$ cat config.mk
export PLATFORM = sky130hd
export DESIGN_NAME = sweep_holdoff_gate
export DESIGN_NICKNAME = d
export VERILOG_FILES = /design/src/rtl/holdoff_pkg.sv /design/src/rtl/holdoff_timer.sv /design/src/rtl/trig_edge.sv /design/src/rtl/trig_gate.sv /design/src/rtl/sweep_holdoff_gate.sv
export SDC_FILE = /design/constraint.sdc
export NUM_CORES = 1
export LEC_CHECK = 0
export ABC_AREA = 1
export CAP_MARGIN = 0
export CORE_MARGIN = 4
export CORE_UTILIZATION = 50
export CTS_BUF_LIST = sky130_fd_sc_hd__clkbuf_8 sky130_fd_sc_hd__clkbuf_16
export DETAILED_ROUTE_END_ITERATION = 10
export DONT_BUFFER_PORTS = 1
export GPL_TIMING_DRIVEN = 0
export PLACE_DENSITY_LB_ADDON = 0.08
export SYNTH_ARGS = -nofsm -noshare
export SYNTH_HDL_FRONTEND = slang
export SYNTH_HIERARCHICAL = 1
export SYNTH_SLANG_ARGS = --single-unit
export TNS_END_PERCENT = 1
$ cat constraint.sdc
create_clock -name clk -period 2.6 [get_ports clk]
set_clock_uncertainty 0.1 [all_clocks]
set_input_delay 0.52 -clock clk [delete_from_list [all_inputs] [get_ports clk]]
set_output_delay 0.52 -clock clk [all_outputs]
set_load 0.005 [all_outputs]
$ cat src/rtl/holdoff_pkg.sv
`timescale 1ns/1ps
package holdoff_pkg;

  // Number of enabled ticks the holdoff lasts for a given sweep-time code.
  function automatic int unsigned holdoff_ticks(input int unsigned code,
                                                input int unsigned base);
    return base * (code + 1);
  endfunction

  // Counter width able to hold the longest holdoff for a code width.
  function automatic int unsigned count_width(input int unsigned code_w,
                                              input int unsigned base);
    return $clog2(holdoff_ticks((1 << code_w) - 1, base) + 1);
  endfunction

endpackage

$ cat src/rtl/holdoff_timer.sv
`timescale 1ns/1ps
module holdoff_timer #(
  parameter int unsigned CODE_W     = 4,
  parameter int unsigned BASE_TICKS = 4,
  parameter int unsigned CNT_W      = 7
) (
  input  logic              clk,
  input  logic              rst,
  input  logic              tick_en,
  input  logic              sweep_active,
  input  logic [CODE_W-1:0] time_sel,
  output logic [CNT_W-1:0]  cnt,
  output logic              done
);
  import holdoff_pkg::*;

  logic [CNT_W:0] term;
  logic [CNT_W:0] next_cnt;

  always_comb begin
    term     = (CNT_W+1)'(holdoff_ticks(int'(time_sel), BASE_TICKS));
    next_cnt = {1'b0, cnt} + 1'b1;
  end

  always_ff @(posedge clk) begin
    if (rst || sweep_active) begin
      cnt  <= '0;
      done <= 1'b0;
    end else if (tick_en && !done) begin
      cnt <= next_cnt[CNT_W-1:0];
      if (next_cnt >= term) done <= 1'b1;
    end
  end
endmodule

$ cat src/rtl/trig_edge.sv
`timescale 1ns/1ps
module trig_edge (
  input  logic clk,
  input  logic rst,
  input  logic trig_in,
  output logic rise
);
  logic trig_q;

  always_ff @(posedge clk) begin
    if (rst) trig_q <= 1'b0;
    else     trig_q <= trig_in;
  end

  assign rise = trig_in & ~trig_q;
endmodule

$ cat src/rtl/trig_gate.sv
`timescale 1ns/1ps
module trig_gate (
  input  logic clk,
  input  logic rst,
  input  logic sweep_active,
  input  logic hold_done,
  input  logic trig_en,
  input  logic trig_rise,
  output logic fire,
  output logic fired,
  output logic trig_out
);
  assign fire = ~sweep_active & hold_done & ~fired & trig_en & trig_rise;

  always_ff @(posedge clk) begin
    if (rst) begin
      fired    <= 1'b0;
      trig_out <= 1'b0;
    end else begin
      trig_out <= fire;
      if (sweep_active) fired <= 1'b0;
      else if (fire)    fired <= 1'b1;
    end
  end
endmodule

$ cat src/rtl/sweep_holdoff_gate.sv
`timescale 1ns/1ps
module sweep_holdoff_gate #(
  parameter int unsigned CODE_W     = 4,
  parameter int unsigned BASE_TICKS = 4
) (
  input  logic              clk,
  input  logic              rst,
  input  logic              tick_en,
  input  logic              sweep_active,
  input  logic [CODE_W-1:0] time_sel,
  input  logic              trig_in,
  input  logic              trig_en,
  output logic              trig_out
);
  import holdoff_pkg::*;

  localparam int unsigned CNT_W = count_width(CODE_W, BASE_TICKS);

  logic [CNT_W-1:0] hold_cnt;
  logic             hold_done;
  logic             trig_rise;
  logic             gate_fire;
  logic             gate_fired;

  holdoff_timer #(
    .CODE_W(CODE_W), .BASE_TICKS(BASE_TICKS), .CNT_W(CNT_W)
  ) u_timer (
    .clk(clk), .rst(rst), .tick_en(tick_en), .sweep_active(sweep_active),
    .time_sel(time_sel), .cnt(hold_cnt), .done(hold_done)
  );

  trig_edge u_edge (
    .clk(clk), .rst(rst), .trig_in(trig_in), .rise(trig_rise)
  );

  trig_gate u_gate (
    .clk(clk), .rst(rst), .sweep_active(sweep_active), .hold_done(hold_done),
    .trig_en(trig_en), .trig_rise(trig_rise), .fire(gate_fire),
    .fired(gate_fired), .trig_out(trig_out)
  );
endmodule

---- Word level (Yosys, flattened, before mapping) ----
Index checks and enable logic that the tools add are counted.
storage, ports and cells
  flip-flop bits (word level) ............. 11
  latch bits .............................. 0
  memory bits (writable) .................. 0
  ROM bits ................................ 0
  input port bits ......................... 10
  output and inout port bits .............. 1
  memories ................................ 0
operators by class
  $add $sub $neg .......................... 2
  $mul .................................... 0
  div/mod/pow operators ................... 0
  order comparisons ....................... 1
  eq/ne operators ......................... 0
  shift-type cells ........................ 0
  multiplexer cells ....................... 0
  bitwise operators ....................... 8
  reduce and logical (&&, ||, !) cells .... 5
operators with widths
  kind                                                            number
  7-bit by 1-bit adder with 8-bit output (second input constant)  1
  8-bit greater-or-equal comparator                               1
  4-bit by 1-bit adder with 5-bit output (second input constant)  1
  1-bit bitwise AND                                               5
  1-bit inverter                                                  3
  2-bit AND reduction                                             1
  2-bit OR reduction                                              1
  1-bit logical AND                                               1
  1-bit zero test                                                 1
  1-bit logical OR                                                1

---- Logic depth before layout (Yosys ltp) ----
Gate-level depths: netlist of the first run.
  word-level depth ........................ 5
  depth in mapped cells ................... 13

---- Hierarchy ----
Netlist of the first run, hierarchy kept.
by module, submodules not included
  module         times used  cells each  area each (µm²)
  holdoff_timer  1           83          588.1
  trig_gate      1           11          88.8
  trig_edge      1           4           31.3

---- Worst setup path after synthesis of the first run ----
OpenSTA, ideal clock, no wires.
  path type ............................... reg-to-reg
  start point ............................. reg u_timer.cnt[0]
  end point ............................... reg u_timer.done
  library setup time ...................... 118 ps
  data arrival time ....................... 1602 ps
  data required time ...................... 2382 ps
  setup slack ............................. 780 ps
  stages on the path, launching flop included .. 12
  clock period less this slack ............ 1820 ps
  cell sequence ........................... dfxtp_1 > ha_1 > nand2_1 > nor2_1 > nand2_1 > xor2_1 > ha_1 > and3_1 > nand2_1 > nand2_1 > nand2_1 > a21oi_1
between the ends
  word-level cells in the longest chain between the ends .. 3
RTL lines
  element                                 line                 source
  from (decl)                             holdoff_timer.sv:12  output logic [CNT_W-1:0] cnt,
  from (signal assigned)                  holdoff_timer.sv:30  cnt <= next_cnt[CNT_W-1:0];
  7-bit by 1-bit adder with 8-bit output  holdoff_timer.sv:22  next_cnt = {1'b0, cnt} + 1'b1;
  via u_timer.next_cnt[6]                 holdoff_timer.sv:18  logic [CNT_W:0] next_cnt;
  8-bit greater-or-equal comparator       holdoff_timer.sv:31  if (next_cnt >= term) done <= 1'b1;
  2-bit AND reduction (no line)           --
  to (signal assigned)                    holdoff_timer.sv:28  done <= 1'b0;
  to (signal assigned)                    holdoff_timer.sv:31
  to (decl)                               holdoff_timer.sv:13  output logic done
The timed path passes the listed nets, and every way through them passes these cells.
A chain may end at the register's enable or synchronous reset.

---- Worst setup path in the final report of the first run ----
Ends and elaborated chain as after synthesis.

==> impl_metrics.yaml, run 1 <==
synthesis:
  synth_adder_area_share_pct: 14.1
  seq_area_frac_synth_pct: 31.1
  netlist_area_um2: 708
  ys_warn_count: 6
  synth_nets: 116
  synthDistinctLibCells: 18
  synth_area_per_cell_um2: 7.23
  synth_top_family_by_area: "simple AND/OR/NAND/NOR gates"
  synthSimpleGateAreaFrac_pct: 26.0
  synth.mux.area_fraction_pct: 0
  syn_inst: 98
  synth-compound-area-share_pct: 7.77
  ys_ff_latch: 11
  synth_xor_area_share_pct: 11.0
critical_path:
  worstSetupPathType: "register to register"
  worst_setup_path_start_kind: "register"
  critPathRequiredTime_ns: 2.63
  endpoint_kind: "register"
  cp_max_fo: 4
  crit_arrival_ns: 2.04
drt:
  routed_wl_mm: 1.24
  drt-pass1-iter-count: 4
  vias_per_cell: 4.63
  routedWlPerCell_um: 10.6
  antenna_left: 0
  drc: 0
  vias: 542
  drtIter0Drc: 8
final_layout:
  final_common_cell: "inv_1"
  fin_cells: 117
  area_growth_pct: 9.01
  fin_nets: 121
  fillCellCount: 124
  antenna_cells: 0
  regArea_um2: 220
  final_cell_mix: "inv_1, nand2_1, nor2_1, dfxtp_1, ha_1"
  drive_gt1_share_pct: 8.82
  multiInputGateArea_um2: 417
power_and_ir_drop:
  switching_share_pct: 24.3
  clockPowerShare_pct: 42.9
  seqPwrFrac_pct: 46.1
  power_density_nw_per_um2: 508
  power_mw: 0.392
  internal_power_mw: 0.297
  ir_drop_uv: 344
  power_switching_mw: 0.0952
  power_frac_comb_pct: 11.0
  cellLeakagePower_nw: 0.395
timing:
  fmax_mhz: 496
  final-hold-violation-count: 0
  slew_headroom_pct: 81.1
  tightest_slew_ns: 0.282
  setup_violations: 0
  min_period_ns: 2.02
  setup_ws_ns: 0.583
  fin_hold_ws_ns: 0.243
  period_share_pct: 77.6
  drv_slew: 0
  grt_setup_unrepaired: "false"
  setup_tns_ns: 0
cts:
  clkLatencyLatePin_ns: 0.24
  path_clk_slew_ns: 0.05
  clockBufferDepth: 2
  cts_root_buf: "clkbuf_8"
  ctsResizeCount: 0
  cts_tree: "yes"
  numCtsBuffers: 3
  clkSinkCount: 11
  post-cts-setup-buffers: 0
  cts_max_level: 1
  cts_hold_buf: 0
floorplanning:
  fp-row-count: 13
  dieHeight_um: 45.6
  io_pins: 11
  die_area_um2: 2080
  core_area_um2: 1320
  initial_utilization_pct: 53.8
  die_w_um: 45.6
grt:
  grt.total_usage_pct: 15.9
  grt_pass1_wl_mm: 2.18
  antenna_found_initial: 0
  grt_pass1_vias: 522
  gr-total-overflow: 0
  grt_max_degree: 9
job:
  maxCapViolCount: 0
placed_design:
  place_congestion: 0.717
  preCtsSetupSlack_ns: 0.589
  numPlacedInstances: 113
  port_buffers: 0
  dpl.hpwl_mm: 1.01
run_status:
  status: "finished clean"
worst_hold_path:
  hold_class: "input pin to register"
-- sequential cells by signal, summed over array words and instances (netlist names) --
signal / count
u_timer/done: 1
u_gate/fired: 1
u_timer/cnt: 7
u_edge/trig_q: 1
u_gate/trig_out: 1
-- worst paths after layout --
check / from / end / slack (ns) / depth (start not counted)
worst max-delay path: u_timer/cnt[0] / u_timer/done / 0.58 / 11
worst min-delay path: rst / u_edge/trig_q / 0.24 / 1
worst max register to register: u_timer/cnt[0] / u_timer/done / 0.58 / 11
worst min register to register: u_timer/done / u_gate/trig_out / 0.38 / 2
-- stage by stage --
stage	utilization [%]	instance area (µm²)
floorplan	-	708
global placement	55.2	727
detailed placement	55.2	727
CTS	58.6	772
global route	58.6	772
finish	58.6	772
-- cells in the mapped netlist --
| cell | count | area share, % |
|---|---|---|
| a21oi_1 | 5 | 3.5 |
| and3_1 | 1 | 0.88 |
| dfxtp_1 | 11 | 31 |
| ha_1 | 8 | 14 |
| inv_1 | 19 | 10 |
| nand2_1 | 17 | 9.0 |
| nand2_2 | 1 | 0.88 |
| nand3_1 | 3 | 2.1 |
| nand3_2 | 2 | 2.8 |
| nor2_1 | 13 | 6.9 |
| nor2_2 | 2 | 1.8 |
| nor3_1 | 1 | 0.71 |
| o21ai_0 | 4 | 2.8 |
| o21ai_1 | 2 | 1.4 |
| or2_1 | 1 | 0.88 |
| xnor2_1 | 2 | 2.5 |
| xor2_1 | 5 | 6.2 |
| xor2_2 | 1 | 2.3 |
-- routing by layer --
metal | track usage (%) | vias to the layer above | wire (µm)
met4 | 12.3 | 0 | 44
li1 | - | 309 | -
met2 | 24.5 | 7 | 571
met1 | 16.5 | 221 | 565
met3 | 7.11 | 5 | 60
met5 | 0 | - | 0
-- logic make-up (layout without fill, tap and decap cells) --
group,after synthesis,in the layout
xor+xnor,8,8
buf+inv,19,23
fa+ha+maj,8,8
compound gates,11,11
flops,11,11
simple gates,41,41
-- power by group through the flow --
stage	Clock, mW	Combinational (mW)	Sequential, mW
3_5_place_dp	0	0.0438	0.184
2_1_floorplan	0	0.0359	0.183
3_3_place_gp	0	0.0419	0.184
5_1_grt	0.185	0.0526	0.181
6_report	0.168	0.0432	0.180
4_1_cts	0.175	0.0439	0.180
-- worst max-delay path: stages (launching register included) --
cell	delay (ns)
dfxtp_1	0.41
ha_1	0.24
nand2_1	0.07
nor2_1	0.11
nand2_1	0.07
xor2_1	0.20
ha_1	0.28
and3_1	0.18
nand2_1	0.07
nand2_1	0.06
nand2_1	0.05
a21oi_1	0.05
-- final cells by class --
type	instances	area share, %
Clock inverter	1	0.486
Multi-Input combinational cell	68	54.0
Clock buffer	3	5.35
Inverter	19	9.24
Sequential cell	11	28.5
Tap cell	15	2.43
No activity file was read; power rests on OpenSTA's default activity.
==> run 2: changes to the inputs <==
==> constraint.sdc (replaced) <==
create_clock -name clk -period 1.6 [get_ports clk]
set_clock_uncertainty 0.1 [all_clocks]
set_input_delay 0.32 -clock clk [delete_from_list [all_inputs] [get_ports clk]]
set_output_delay 0.32 -clock clk [all_outputs]
set_load 0.005 [all_outputs]
==> impl_metrics.yaml, run 2 (synthesis gave the netlist of run 1 again) <==
placed_design:
  preCtsSetupSlack_ns: -0.243
  port_buffers: 0
  dpl.hpwl_um: 974
  place_congestion: 0.781
  numPlacedInstances: 113
  place_area_um2: 747
run_status:
  violations: "negative setup slack"
  status: "finished with violations"
critical_path:
  cpPeakStageDelay_ns: 0.38
  crit_path_frequent_cell: "nand2_1"
  worstSetupPathType: "register to register"
  endpoint_kind: "register"
  path_cells: "nand3_2 -> nor2_4 -> xor2_2 -> ha_1 -> nand2_1 -> nand2_1 -> nand2_1 -> nand2_1 -> nor2_1 -> nand2_1 -> nand2_1 -> a21oi_1"
  worst_setup_path_start_kind: "register"
  crit_arrival_ns: 1.82
  r2r_cells: 12
  critPathRequiredTime_ns: 1.63
  slowest_stage: "dfxtp_4"
  cp_max_fo: 5
drt:
  drc: 0
  drt-pass1-iter-count: 4
  drtIter0Drc: 7
  antenna_left: 0
  vias: 566
  routedWlPerCell_um: 10.4
  vias_per_cell: 4.68
  routed_wl_mm: 1.26
timing:
  final-hold-violation-count: 0
  slew_headroom_pct: 82.7
  tightest_slew_ns: 0.259
  drv_slew: 0
  fin_hold_ws_ns: 0.0437
  min_period_ns: 1.79
  setup_tns_ns: -0.191
  grt_setup_unrepaired: "true"
  fmax_mhz: 558
  setup_violations: 1
  period_share_pct: 112
  setup_ws_ns: -0.191
final_layout:
  finalInstanceArea_um2: 860
  top_register: "u_timer/cnt"
  drive_gt1_share_pct: 21.7
  fin_util_pct: 65.2
  area_growth_pct: 21.4
  antenna_cells: 0
  largest_reg_flops: 7
  final_common_cell: "inv_1"
  fin_cells: 121
  fin_nets: 125
  final_cell_mix: "inv_1, nand2_1, nor2_1, dfxtp_1, ha_1"
worst_hold_path:
  timing.hold.worst_path_depth: 1
  hold_class: "input pin to register"
cts:
  cts_root_buf: "clkbuf_8"
  numCtsBuffers: 3
  cts_hold_buf: 0
  cts_max_level: 1
  clkSinkCount: 11
  cts_tree: "yes"
  clkLatencyLatePin_ns: 0.24
  clockBufferDepth: 2
  path_clk_slew_ns: 0.05
floorplanning:
  fp-row-count: 13
  die_w_um: 45.6
  io_pins: 11
  dieHeight_um: 45.6
  core_area_um2: 1320
  die_area_um2: 2080
  initial_utilization_pct: 53.8
power_and_ir_drop:
  power_density_nw_per_um2: 746
  cellLeakagePower_nw: 0.434
  ir_drop_uv: 505
  power_mw: 0.641
grt:
  grt_pass1_vias: 518
  gr-total-overflow: 0
  grt.total_usage_pct: 14.0
  grt_pass1_wl_mm: 2.04
  grt_max_degree: 9
  antenna_found_initial: 0
job:
  maxCapViolCount: 0
run 2: cell types whose count changed in the layout (fill, tap and decap cells not counted), sizes merged:
cell / before / now
buf: 0 / 4
run 2: final cells by class:
class,instances,area [µm²]
Timing Repair Buffer,4,30.0
Inverter,19,71.3
Clock inverter,1,3.75
Fill cell,130,458
Multi-Input combinational cell,68,462
Sequential cell,11,233
Tap cell,15,18.8
Clock buffer,3,41.3
run 2: power breakdown:
part | switching [mW] | total [mW] | leakage [nW] | internal (mW)
Clock | 0.103 | 0.271 | 0.0269 | 0.168
Sequential | 0.0102 | 0.292 | 0.0923 | 0.282
Combinational | 0.0428 | 0.0780 | 0.315 | 0.0352
run 2: final timing paths:
check / start / endpoint / slack, ns
worst min-delay path: rst / u_edge/trig_q / 0.04
worst min register to register: u_timer/done / u_gate/trig_out / 0.37
worst max register to register: u_timer/cnt[2] / u_timer/done / -0.19
worst max-delay path: u_timer/cnt[2] / u_timer/done / -0.19
run 2: critical path, delay by kind of cell (launching register included):
family                     cells  cell delay [ns]
AOI/OAI and AO/OA              1             0.05
xor gates and xnor gates       1             0.17
adders and majority gates      1             0.26
DFF                            1             0.38
and+or+nand+nor                9             0.73
run 2: layer usage:
layer	vias up	routed length, µm	track usage, %
met4	0	10	5.26
met1	243	589	16.9
li1	316	-	-
met5	-	0	0
met2	5	615	21.7
met3	2	43	5.93
run 2: what timing repair did:
item                       4_1_cts  5_1_grt
buffers inserted                 2        2
setup endpoints to repair        1        1
gates resized for setup          3        8
hold endpoints to repair         0        0
pin swaps                        1        6
gates cloned                     0        0
==> run 3: changes to the inputs <==
--- a/config.mk
+++ b/config.mk
@@ -7,8 +7,10 @@
 export LEC_CHECK = 0
 export ABC_AREA = 1
 export CAP_MARGIN = 0
+export CELL_PAD_IN_SITES_DETAIL_PLACEMENT = 1
+export CELL_PAD_IN_SITES_GLOBAL_PLACEMENT = 1
 export CORE_MARGIN = 4
-export CORE_UTILIZATION = 50
+export CORE_UTILIZATION = 38
 export CTS_BUF_LIST = sky130_fd_sc_hd__clkbuf_8 sky130_fd_sc_hd__clkbuf_16
 export DETAILED_ROUTE_END_ITERATION = 10
 export DONT_BUFFER_PORTS = 1
==> impl_metrics.yaml, run 3 (synthesis gave the netlist of run 1 again) <==
critical_path:
  worstSetupPathType: "register to register"
  endpoint_kind: "register"
  critPathRequiredTime_ns: 1.67
  r2r_setup_slack_ns: -0.27
  path_cells: "ha_4 -> nand2_2 -> nor2_1 -> nand2_1 -> xor2_2 -> ha_1 -> and3_1 -> nand2_1 -> nand2_2 -> nand2_2 -> a21oi_2"
  worstSetupEndpoint: "u_timer/done"
  cpPeakStageDelay_ns: 0.37
  r2r_start: "u_timer/cnt[1]"
  slowest_stage: "dfxtp_4"
  critPathLaunch: "u_timer/cnt[1]"
  worst_setup_path_start_kind: "register"
  reg2reg_to: "u_timer/done"
  cp_max_fo: 4
  crit_arrival_ns: 1.94
  r2r_cells: 11
  crit_path_frequent_cell: "nand2_2"
timing:
  period_share_pct: 117
  grt_setup_unrepaired: "true"
  drv_slew: 0
  final-hold-violation-count: 0
  slew_headroom_pct: 81.9
  setup_ws_ns: -0.275
  setup_violations: 1
  tightest_slew_ns: 0.271
  fmax_mhz: 533
  min_period_ns: 1.87
grt:
  grt.total_usage_pct: 14.9
  grt_max_degree: 9
  gr-total-overflow: 0
  grt_pass1_vias: 670
  antenna_found_initial: 0
  grt_pass1_wl_mm: 2.88
power_and_ir_drop:
  clockPowerShare_pct: 42.0
  power_mw: 0.648
  power_switching_mw: 0.162
  cellLeakagePower_nw: 0.420
  ir_drop_uv: 504
  seqPwrFrac_pct: 45.2
  power_frac_comb_pct: 12.7
  switching_share_pct: 25.0
  internal_power_mw: 0.486
  power_density_nw_per_um2: 754
placed_design:
  numPlacedInstances: 123
  place_area_um2: 759
  dpl.hpwl_mm: 1.19
  port_buffers: 0
  place_congestion: 0.734
final_layout:
  fin_util_pct: 49.2
  fin_nets: 125
  antenna_cells: 0
  top_register: "u_timer/cnt"
  finalInstanceArea_um2: 860
  fin_cells: 131
  area_growth_pct: 21.4
  final_cell_mix: "inv_1, nand2_1, nor2_1, dfxtp_1, ha_1"
  fillCellCount: 240
  final_common_cell: "inv_1"
  drive_gt1_share_pct: 20.8
  largest_reg_flops: 7
drt:
  vias: 609
  drtIter0Drc: 6
  routedWlPerCell_um: 11.8
  vias_per_cell: 4.65
  drt-pass1-iter-count: 3
  routed_wl_mm: 1.54
  drc: 0
  antenna_left: 0
cts:
  cts_root_buf: "clkbuf_8"
  numCtsBuffers: 3
  clkSinkCount: 11
  clkLatencyLatePin_ns: 0.24
  cts_tree: "yes"
  clockBufferDepth: 2
  path_clk_slew_ns: 0.05
  cts_max_level: 1
worst_hold_path:
  hold_class: "input pin to register"
  timing.hold.worst_path_depth: 1
floorplanning:
  die_area_um2: 2620
  io_pins: 11
  dieHeight_um: 51.2
  initial_utilization_pct: 40.6
  fp-row-count: 15
  die_w_um: 51.2
  core_area_um2: 1750
run_status:
  violations: "negative setup slack"
  status: "finished with violations"
job:
  maxCapViolCount: 0
-- run 3: power groups by stage --
stage          sequential [mW]  combinational, mW  clock, mW
2_1_floorplan            0.296             0.0583          0
3_3_place_gp             0.298             0.0699          0
3_5_place_dp             0.299             0.0733          0
4_1_cts                  0.293             0.0766      0.286
5_1_grt                  0.294              0.100      0.296
6_report                 0.293             0.0824      0.273
-- run 3: critical path: cells and delay by family (launching register included) --
| kind | cells | cell delay (ns) |
|---|---|---|
| compound gates | 1 | 0.14 |
| xor+xnor | 1 | 0.17 |
| fa+ha+maj | 2 | 0.45 |
| flops | 1 | 0.37 |
| simple gates | 7 | 0.59 |
-- run 3: cell type report --
| class | instances | area [µm²] | area share (%) |
|---|---|---|---|
| multi-input combinational | 68 | 453 | 52.7 |
| sequential | 11 | 229 | 26.6 |
| inverter | 19 | 71.3 | 8.30 |
| clock buffer | 3 | 41.3 | 4.80 |
| tap | 25 | 31.3 | 3.64 |
| timing repair buffer | 4 | 30.0 | 3.49 |
| clock inverter | 1 | 3.75 | 0.437 |
-- run 3: worst min-delay path by stage --
stage                     slack, ns               to  startpoint
after global placement         0.29    u_edge/trig_q         rst
after global routing           0.04  u_gate/trig_out         rst
after CTS                      0.04    u_edge/trig_q         rst
final                          0.05    u_edge/trig_q         rst
after floorplan                0.29    u_edge/trig_q         rst
after detailed placement       0.30    u_edge/trig_q         rst
-- run 3: what timing repair did --
action	CTS	global route
resized for setup	3	4
endpoints found under the setup margin	1	1
setup buffers	2	2
pin swaps	4	5
hold buffers	0	0
-- run 3: per-stage QoR --
stage | setup WS, ns | TNS (ns) | hold slack [ns]
global placement | -0.228 | -0.228 | 0.293
detailed placement | -0.269 | -0.269 | 0.296
CTS | -0.255 | -0.255 | 0.0418
global route | -0.416 | -0.416 | 0.0423
floorplan | -0.0559 | -0.0559 | 0.292
finish | -0.275 | -0.275 | 0.0476
-- run 3: layer usage --
| metal | up-vias | track usage [%] | wire, µm |
|---|---|---|---|
| li1 | 316 | - | - |
| met1 | 286 | 16.8 | 633 |
| met2 | 5 | 26.2 | 849 |
| met3 | 2 | 5.54 | 45 |
| met4 | 0 | 4.04 | 14 |
| met5 | - | 0 | 0 |
